`src/rtl/rob_pkg.sv`:
```
package rob_pkg;

    localparam int REG_W  = 5;
    localparam int DATA_W = 32;

    typedef enum logic [1:0] {
        KIND_REG    = 2'd0,
        KIND_BRANCH = 2'd1,
        KIND_STORE  = 2'd2
    } rob_kind_e;

    typedef struct packed {
        logic              valid;
        logic              done;
        logic              mispred;
        rob_kind_e         kind;
        logic [REG_W-1:0]  dest;
        logic [DATA_W-1:0] value;
    } rob_slot_t;

    function automatic logic writes_reg(input rob_slot_t s);
        return s.kind == KIND_REG;
    endfunction

endpackage

```
`src/rtl/rob_ptrs.sv`:
```
module rob_ptrs #(
    parameter int DEPTH = 8,
    localparam int PTR_W = $clog2(DEPTH),
    localparam int CNT_W = PTR_W + 1
) (
    input  logic             clk,
    input  logic             rst,
    input  logic             alloc_fire,
    input  logic             commit_fire,
    input  logic             flush,
    output logic [PTR_W-1:0] head,
    output logic [PTR_W-1:0] tail,
    output logic             full
);
    logic [CNT_W-1:0] count;

    always_ff @(posedge clk) begin
        if (rst) begin
            head  <= '0;
            tail  <= '0;
            count <= '0;
        end else if (flush) begin
            head  <= head + 1'b1;
            tail  <= head + 1'b1;
            count <= '0;
        end else begin
            if (commit_fire) head <= head + 1'b1;
            if (alloc_fire)  tail <= tail + 1'b1;
            case ({alloc_fire, commit_fire})
                2'b10:   count <= count + 1'b1;
                2'b01:   count <= count - 1'b1;
                default: count <= count;
            endcase
        end
    end

    assign full = (count == CNT_W'(DEPTH));


    count_bound_chk: assert property (@(posedge clk) disable iff (rst)
        count <= CNT_W'(DEPTH));


    ptr_consistent_chk: assert property (@(posedge clk) disable iff (rst)
        PTR_W'(tail - head) == count[PTR_W-1:0]);


    flush_clear_chk: assert property (@(posedge clk) disable iff (rst)
        flush |=> (count == '0) && (tail == head));


    head_step_chk: assert property (@(posedge clk) disable iff (rst)
        commit_fire |=> head == PTR_W'($past(head) + 1'b1));


    count_step_chk: assert property (@(posedge clk) disable iff (rst)
        (alloc_fire && commit_fire && !flush) |=> count == $past(count));

endmodule

```
`src/rtl/rob_store.sv`:
```
module rob_store
    import rob_pkg::*;
#(
    parameter int DEPTH = 8,
    localparam int PTR_W = $clog2(DEPTH)
) (
    input  logic              clk,
    input  logic              rst,
    input  logic              alloc_fire,
    input  logic [PTR_W-1:0]  tail,
    input  rob_kind_e         alloc_kind,
    input  logic [REG_W-1:0]  alloc_dest,
    input  logic              wb_valid,
    input  logic [PTR_W-1:0]  wb_tag,
    input  logic [DATA_W-1:0] wb_value,
    input  logic              wb_mispred,
    input  logic              commit_fire,
    input  logic [PTR_W-1:0]  head,
    input  logic              flush,
    output rob_slot_t         slots [DEPTH]
);
    for (genvar i = 0; i < DEPTH; i++) begin : g_slot
        always_ff @(posedge clk) begin
            if (rst) begin
                slots[i] <= '0;
            end else if (flush) begin
                slots[i].valid <= 1'b0;
                slots[i].done  <= 1'b0;
            end else begin
                if (wb_valid && wb_tag == PTR_W'(i) && slots[i].valid) begin
                    slots[i].done    <= 1'b1;
                    slots[i].value   <= wb_value;
                    slots[i].mispred <= wb_mispred;
                end
                if (commit_fire && head == PTR_W'(i)) begin
                    slots[i].valid <= 1'b0;
                    slots[i].done  <= 1'b0;
                end
                if (alloc_fire && tail == PTR_W'(i)) begin
                    slots[i].valid   <= 1'b1;
                    slots[i].done    <= 1'b0;
                    slots[i].mispred <= 1'b0;
                    slots[i].kind    <= alloc_kind;
                    slots[i].dest    <= alloc_dest;
                    slots[i].value   <= '0;
                end
            end
        end


        done_needs_valid_chk: assert property (@(posedge clk) disable iff (rst)
            slots[i].done |-> slots[i].valid);
    end

endmodule

```
`src/rtl/rob_lookup.sv`:
```
module rob_lookup
    import rob_pkg::*;
#(
    parameter int DEPTH = 8,
    localparam int PTR_W = $clog2(DEPTH)
) (
    input  rob_slot_t         slots [DEPTH],
    input  logic [PTR_W-1:0]  head,
    input  logic [REG_W-1:0]  lookup_reg,
    output logic              hit,
    output logic              ready,
    output logic [PTR_W-1:0]  tag,
    output logic [DATA_W-1:0] value
);
    logic [PTR_W-1:0] best_age;
    logic [PTR_W-1:0] age;

    always_comb begin
        hit      = 1'b0;
        ready    = 1'b0;
        tag      = '0;
        value    = '0;
        best_age = '0;
        age      = '0;
        for (int i = 0; i < DEPTH; i++) begin
            age = PTR_W'(PTR_W'(i) - head);
            if (slots[i].valid && writes_reg(slots[i]) &&
                slots[i].dest == lookup_reg && (!hit || age > best_age)) begin
                hit      = 1'b1;
                best_age = age;
                tag      = PTR_W'(i);
                ready    = slots[i].done;
                value    = slots[i].value;
            end
        end
    end

endmodule

```
`src/rtl/rob_core.sv`:
```
module rob_core
    import rob_pkg::*;
#(
    parameter int DEPTH = 8,
    localparam int PTR_W = $clog2(DEPTH)
) (
    input  logic              clk,
    input  logic              rst,
    input  logic              alloc_valid,
    input  logic [1:0]        alloc_kind,
    input  logic [REG_W-1:0]  alloc_dest,
    output logic              alloc_ready,
    output logic [PTR_W-1:0]  alloc_tag,
    input  logic              wb_valid,
    input  logic [PTR_W-1:0]  wb_tag,
    input  logic [DATA_W-1:0] wb_value,
    input  logic              wb_mispred,
    input  logic [REG_W-1:0]  lookup_reg,
    output logic              lookup_hit,
    output logic              lookup_ready,
    output logic [PTR_W-1:0]  lookup_tag,
    output logic [DATA_W-1:0] lookup_value,
    output logic              commit_fire,
    output logic              commit_wr,
    output logic [REG_W-1:0]  commit_reg,
    output logic [DATA_W-1:0] commit_value,
    output logic              flush
);
    logic [PTR_W-1:0] head;
    logic [PTR_W-1:0] tail;
    logic             full;
    logic             alloc_fire;
    rob_slot_t        slots [DEPTH];
    rob_slot_t        oldest;

    assign oldest      = slots[head];
    assign commit_fire = oldest.valid && oldest.done;
    assign flush       = commit_fire && oldest.kind == KIND_BRANCH && oldest.mispred;
    assign commit_wr   = commit_fire && writes_reg(oldest);
    assign commit_reg  = oldest.dest;
    assign commit_value = oldest.value;

    assign alloc_ready = !full && !flush;
    assign alloc_fire  = alloc_valid && alloc_ready;
    assign alloc_tag   = tail;

    rob_ptrs #(.DEPTH(DEPTH)) u_ptrs (
        .clk        (clk),
        .rst        (rst),
        .alloc_fire (alloc_fire),
        .commit_fire(commit_fire),
        .flush      (flush),
        .head       (head),
        .tail       (tail),
        .full       (full)
    );

    rob_store #(.DEPTH(DEPTH)) u_store (
        .clk        (clk),
        .rst        (rst),
        .alloc_fire (alloc_fire),
        .tail       (tail),
        .alloc_kind (rob_kind_e'(alloc_kind)),
        .alloc_dest (alloc_dest),
        .wb_valid   (wb_valid),
        .wb_tag     (wb_tag),
        .wb_value   (wb_value),
        .wb_mispred (wb_mispred),
        .commit_fire(commit_fire),
        .head       (head),
        .flush      (flush),
        .slots      (slots)
    );

    rob_lookup #(.DEPTH(DEPTH)) u_lookup (
        .slots     (slots),
        .head      (head),
        .lookup_reg(lookup_reg),
        .hit       (lookup_hit),
        .ready     (lookup_ready),
        .tag       (lookup_tag),
        .value     (lookup_value)
    );


    commit_wr_kind_chk: assert property (@(posedge clk) disable iff (rst)
        commit_wr |-> commit_fire && !flush);


    flush_no_alloc_chk: assert property (@(posedge clk) disable iff (rst)
        flush |=> !commit_fire && !lookup_hit);

endmodule

```
`config.mk`:
```
export PLATFORM = sky130hd
export DESIGN_NAME = rob_core
export DESIGN_NICKNAME = d
export VERILOG_FILES = /design/src/rtl/rob_pkg.sv /design/src/rtl/rob_ptrs.sv /design/src/rtl/rob_store.sv /design/src/rtl/rob_lookup.sv /design/src/rtl/rob_core.sv
export SDC_FILE = /design/constraint.sdc
export NUM_CORES = 1
export LEC_CHECK = 0
export BUFFER_PORTS_ARGS = -buffer_cell sky130_fd_sc_hd__buf_4
export CAP_MARGIN = 20
export CORE_ASPECT_RATIO = 1.75
export CORE_MARGIN = 10
export CORE_UTILIZATION = 68
export CTS_BUF_LIST = sky130_fd_sc_hd__clkbuf_8
export DETAILED_ROUTE_END_ITERATION = 8
export PLACE_DENSITY_LB_ADDON = 0.2
export SKIP_LAST_GASP = 1
export SLEW_MARGIN = 20
export SYNTH_ARGS = -nofsm -noshare
export SYNTH_HDL_FRONTEND = slang
export SYNTH_SLANG_ARGS = --single-unit
export TNS_END_PERCENT = 30
```
`constraint.sdc`:
```
create_clock -name clk -period 24.3 [get_ports clk]
set_input_delay 1.215 -clock clk [delete_from_list [all_inputs] [get_ports clk]]
set_output_delay 1.215 -clock clk [all_outputs]
set_load 0.02 [all_outputs]
```
==> reports/qor.yml, run 1 <==
drc: 17
grt_pass1_vias: 18000
cpPeakStageDelay_ps: 980
drt_iter0_markers: 2695
finalWirelength_mm: 67.1
synthTopCellsByArea: "dfxtp_1 37%, nand2_1 12%, mux4_2 9.9%"
pwr-share-comb_pct: 6.5
seqCellArea_um2: 6940
drtPass1Iterations: 9
p_seq_share_pct: 50.1
startpoint_type: "flop"
critPathMostFrequentCell: "ha_1"
grt_pass1_wl_mm: 101
power_per_cell_area_nw_per_um2: 56.1
relSlewSlack_pct: 25.5
synth_cell_types: 73
clkPwrFrac_pct: 43.4
cts_made_buffers: 49
ctsResizeCount: 0
netlist_instances: 2223
cts.sinks: 346
crit_slowest_cell: "and2_2"
power_mw: 1.15
placementRows: 80
synth-seq-cells: 346
arrival_ps: 16350
wl_met2_mm: 31.3
grt_max_degree: 69
core_um2: 27100
top_layer_used: "met4"
clock.fmax_ghz: 0.0569
dp_hpwl_mm: 40.9
synth-main-ff-cell: "dfxtp_1"
fill_cells: 2037
finalHoldViolCount: 0
cts_tree: "built"
switching_share_pct: 25.3
power.switching_mw: 0.291
design_area_um2: 20500
violations: "design-rule violations"
status: "finished, violations left"
critical_path_class: "reg -> out"
portBuffers: 132
yosysMostFrequentCell: "nand2_1"
htreeDepth: 2
path_max_fanout: 51
syn_nets: 2312
met1_length_mm: 21.9
dieArea_um2: 34600
finalSetupTns_ps: 0
hold_ws_ps: 459
max_slew.worst_pin.slew_ps: 1110
start_util_pct: 68.4
die_y_um: 239
grt.overflow.total: 0
clock_latency_ps: 640
synth_edf_count: 0
crit_path_end_kind: "output pin"
holdBufCountCts: 0
seq_area_frac_synth_pct: 37.3
die_w_um: 145
wl_per_cell_um: 25.4
ios: 133
ant_nets: 0
gp_congestion: 1.01
max_cap_violations: 0
synth_commonest_cells: "581 x nand2_1, 346 x dfxtp_1, 214 x a21oi_1"
placed_area_um2: 19400
netlist_area_um2: 18600
final_max_slew_viol_count: 0
grt.total_usage_pct: 37.8
cts_setup_buffers: 0
rsz0062_at_grt: "false"
clockBufferDepth: 3
multiInputGateArea_um2: 10600
period_minus_slack_ps: 17560
syn_avg_cell_area_um2: 8.35
power_leakage_nw: 7.91
drive_gt1_share_pct: 17.3
required_ps: 23080
finish.utilization_pct: 75.6
nNetsFinal: 2320
wl_met3_mm: 7.90
path_clk_slew_ps: 70
skew_ps: 59.2
yosys.area.top_type: "dfxtp_1"
ys_async_sr_fraction_pct: 0
min_path_type: "reg -> reg"
drt-vias-per-instance: 6.96
root_buffer: "clkbuf_8"
synth_top_area_share_pct: 37.3
antenna_found_initial: 1
syn_to_final_growth_pct: 10.5
setup_violations: 0
internal_power_mw: 0.860
vdd_ir_drop_max_mv: 0.0582
vias: 18400
yosys_warnings: 0
fin_crit_sh_pct: 72.3
## sequential cells by signal, summed over array words and instances (netlist names)
register / count
u_store.slots: 336
u_ptrs.count: 4
u_ptrs.head: 3
u_ptrs.tail: 3
## stage by stage
| stage | setup WS (ps) | instances |
|---|---|---|
| 2_1_floorplan | 9230 | 2223 |
| 3_3_place_gp | 7820 | 2549 |
| 3_5_place_dp | 7370 | 2549 |
| 4_1_cts | 7070 | 2639 |
| 5_1_grt | 5710 | 2640 |
| 6_report | 6740 | 2640 |
## logic make-up (layout without fill, tap and decap cells)
kind of cell / after synthesis / after routing / synth area share [%]
AO/OA/AOI/OAI: 485 / 485 / 17.5
buffers and inverters: 238 / 285 / 5.77
XOR/XNOR: 45 / 45 / 2.12
multiplexers: 149 / 149 / 13.6
adder cells (fa/ha/maj): 37 / 37 / 2.53
other: 0 / 1 / 0
AND/OR/NAND/NOR: 923 / 923 / 21.1
flip-flops: 346 / 346 / 37.3
## layout by cell type, fill, tap and decap left out, types with 7 or more instances in the layout
master    netlist  routed
nor2_1        171     166
nand2b_1       32      32
o31ai_1        16      16
nand3_1        15      15
nor2b_1        14      14
mux4_2         82      82
and3_1          9       9
buf_4           5     175
xnor2_1        24      24
a222oi_1       31      31
nor3_1         26      24
inv_1          17      31
o22ai_1        13      13
ha_1           36      36
mux2i_1        64      64
xor2_1         21      21
a21oi_2        27      27
o211ai_1        9       9
dfxtp_1       346     343
a211oi_1       10      10
a21oi_1       214     213
nand4_1        13      13
o221ai_1       14      14
o21ai_0        29      29
o21a_1          7       7
clkbuf_8        0      66
and2_1         20      20
a22o_1         57      57
a22oi_1        24      24
nand2_1       581     579
## layer usage
| layer | vias to the layer above | track usage, % |
|---|---|---|
| li1 | 7793 | - |
| met1 | 8655 | 42.3 |
| met2 | 1464 | 60.6 |
| met3 | 451 | 8.39 |
| met4 | 0 | 29.8 |
| met5 | - | 0 |
## layout make-up
type / count / area share [%]
Multi-Input combinational cell: 1639 / 51.9
Sequential cell: 346 / 33.8
Timing Repair Buffer: 175 / 6.41
Clock buffer: 66 / 4.43
Tap cell: 369 / 2.25
Clock inverter: 24 / 0.830
Inverter: 20 / 0.378
Antenna cell: 1 / 0.0122
## path summary, 6_finish.rpt
kind	from	endpoint	slack [ps]	cells after the start
worst min-delay path	u_store.slots[333]	u_store.slots[333]	460	2
worst max-delay path	u_ptrs.head[1]	lookup_value[21]	6740	54
worst min register to register	u_store.slots[333]	u_store.slots[333]	460	2
worst max register to register	u_ptrs.head[1]	u_store.slots[7]	19170	10
## worst max-delay path: cells and delay by family, from the launching register on
kind	cells	cell delay, ps
AOI/OAI and AO/OA	25	5620
adders and majority gates	9	2730
buffers and inverters	3	980
DFF	1	880
muxes	3	1110
and+or+nand+nor	14	4370
## power by group through the flow
stage / registers [mW] / logic, mW / clock network [mW]
global route: 0.577 / 0.0778 / 0.521
global placement: 0.589 / 0.0707 / 0
CTS: 0.576 / 0.0721 / 0.498
floorplan: 0.588 / 0.0463 / 0
detailed placement: 0.589 / 0.0718 / 0
finish: 0.577 / 0.0745 / 0.500
Power figures use the tool's default switching activity.
==> run 2: changes to the inputs <==
--- a/config.mk
+++ b/config.mk
@@ -9,7 +9,7 @@
 export CAP_MARGIN = 20
 export CORE_ASPECT_RATIO = 1.75
 export CORE_MARGIN = 10
-export CORE_UTILIZATION = 68
+export CORE_UTILIZATION = 57
 export CTS_BUF_LIST = sky130_fd_sc_hd__clkbuf_8
 export DETAILED_ROUTE_END_ITERATION = 8
 export PLACE_DENSITY_LB_ADDON = 0.2
==> constraint.sdc (replaced) <==
create_clock -name clk -period 15.2 [get_ports clk]
set_input_delay 0.76 -clock clk [delete_from_list [all_inputs] [get_ports clk]]
set_output_delay 0.76 -clock clk [all_outputs]
set_load 0.02 [all_outputs]
==> reports/qor.yml, run 2 (same netlist as run 1, synthesis figures left out) <==
status: "complete, no violations"
drc: 0
clockBufferDepth: 3
max_slew.worst_pin.slew_ps: 1080
path_clk_slew_ps: 70
holdBufCountCts: 0
arrival_ps: 13510
dp_slack_ps: 536
clock.fmax_ghz: 0.0701
rsz0062_at_grt: "false"
met1_length_mm: 23.3
portBuffers: 132
worst_slack_ps: 927
min_path_type: "in -> reg"
p_seq_share_pct: 49.4
drt_iter0_markers: 2030
cpPeakStageDelay_ps: 500
finalWirelength_mm: 68.6
ios: 133
finalHoldViolCount: 0
grt_pass1_vias: 17900
wl_met2_mm: 33.2
hold_ws_ps: 411
largest_register: "u_store.slots"
vias: 17800
clock_latency_ps: 630
relSlewSlack_pct: 28.2
pwr-share-comb_pct: 6.4
ctsResizeCount: 0
final_cell_mix: "581 x nand2_1, 343 x dfxtp_1, 213 x a21oi_1, 190 x buf_4, 166 x nor2_1"
drtPass1Iterations: 9
required_ps: 14440
finish.utilization_pct: 64.4
top_layer_used: "met5"
power.switching_mw: 0.477
layout_commonest_cell: "nand2_1"
design_area_um2: 20800
crit_family: "compound AO/OA/AOI/OAI gates"
placementRows: 87
nNetsFinal: 2340
power_per_cell_area_nw_per_um2: 89.9
clkPwrFrac_pct: 44.2
dp_hpwl_mm: 42.1
ant_nets: 0
period_minus_slack_ps: 14270
power_leakage_nw: 8.02
drive_gt1_share_pct: 18.2
crit_slowest_cell: "or4_1"
crit_path_end_kind: "output pin"
cts_made_buffers: 53
wl_per_cell_um: 25.4
cts_setup_buffers: 0
setup_violations: 0
cts.sinks: 346
antenna_found_initial: 2
root_buffer: "clkbuf_8"
grt.total_usage_pct: 33.0
dieArea_um2: 40500
die_w_um: 156
cts_tree: "built"
syn_to_final_growth_pct: 11.8
path_max_fanout: 16
htreeDepth: 2
grt_pass1_wl_mm: 104
drt-vias-per-instance: 6.61
finalSetupTns_ps: 0
placed_area_um2: 19600
wl_met3_mm: 6.12
fin_crit_sh_pct: 93.9
switching_share_pct: 25.6
startpoint_type: "flop"
vdd_ir_drop_max_mv: 0.0645
internal_power_mw: 1.39
start_util_pct: 57.6
gp_congestion: 0.957
skew_ps: 30.9
final_max_slew_viol_count: 0
grt.overflow.total: 0
die_y_um: 259
critical_path_buf_inv_count: 5
critical_path_class: "reg -> out"
core_um2: 32200
critPathMostFrequentCell: "ha_1"
max_cap_violations: 0
largest_reg_flops: 336
grt_max_degree: 97
reg_top3: "u_store.slots x336, u_ptrs.count x4"
[run 2: cell types whose count changed in the layout (fill, tap and decap cells not counted), sizes merged, moves of 2 or more]
cell,previous run,this run
clkbuf,66,71
clkinv,8,11
inv,33,35
buf,175,191
[run 2: final cells by class]
type,instances,area (µm²)
fillers,2805,11500
multi-input cells,1639,10700
flip-flops and latches,346,6940
repair buffers,191,1450
clock buffers,71,977
well taps,400,500
clock inverters,29,166
inverters,20,77.6
diodes,2,5.00
[run 2: routing by layer]
metal / GRT usage, % / vias up
li1: - / 7831
met1: 35.2 / 8526
met2: 55.6 / 1128
met3: 6.53 / 358
met4: 26.2 / 2
met5: 0 / -
[run 2: path summary, 6_finish.rpt]
| kind | startpoint | to | slack [ps] | depth (start not counted) |
|---|---|---|---|---|
| worst max-delay path | u_store.slots[328] | lookup_value[23] | 930 | 58 |
| worst max register to register | u_ptrs.head[1] | u_store.slots[2] | 9990 | 11 |
| worst min-delay path | wb_value[10] | u_store.slots[10] | 410 | 2 |
| worst min register to register | u_store.slots[249] | u_store.slots[249] | 460 | 2 |
[run 2: stage by stage]
stage                     instances  power [mW]
after floorplan                2223        1.01
after global placement         2596        1.06
after detailed placement       2596        1.06
after CTS                      2696        1.87
after global routing           2697        1.92
final                          2698        1.87
[run 2: power groups by stage]
stage | Clock, mW | Combinational, mW | Sequential, mW
final | 0.825 | 0.118 | 0.922
after global routing | 0.870 | 0.124 | 0.922
after CTS | 0.831 | 0.116 | 0.921
after detailed placement | 0 | 0.116 | 0.942
after global placement | 0 | 0.114 | 0.941
after floorplan | 0 | 0.0740 | 0.940
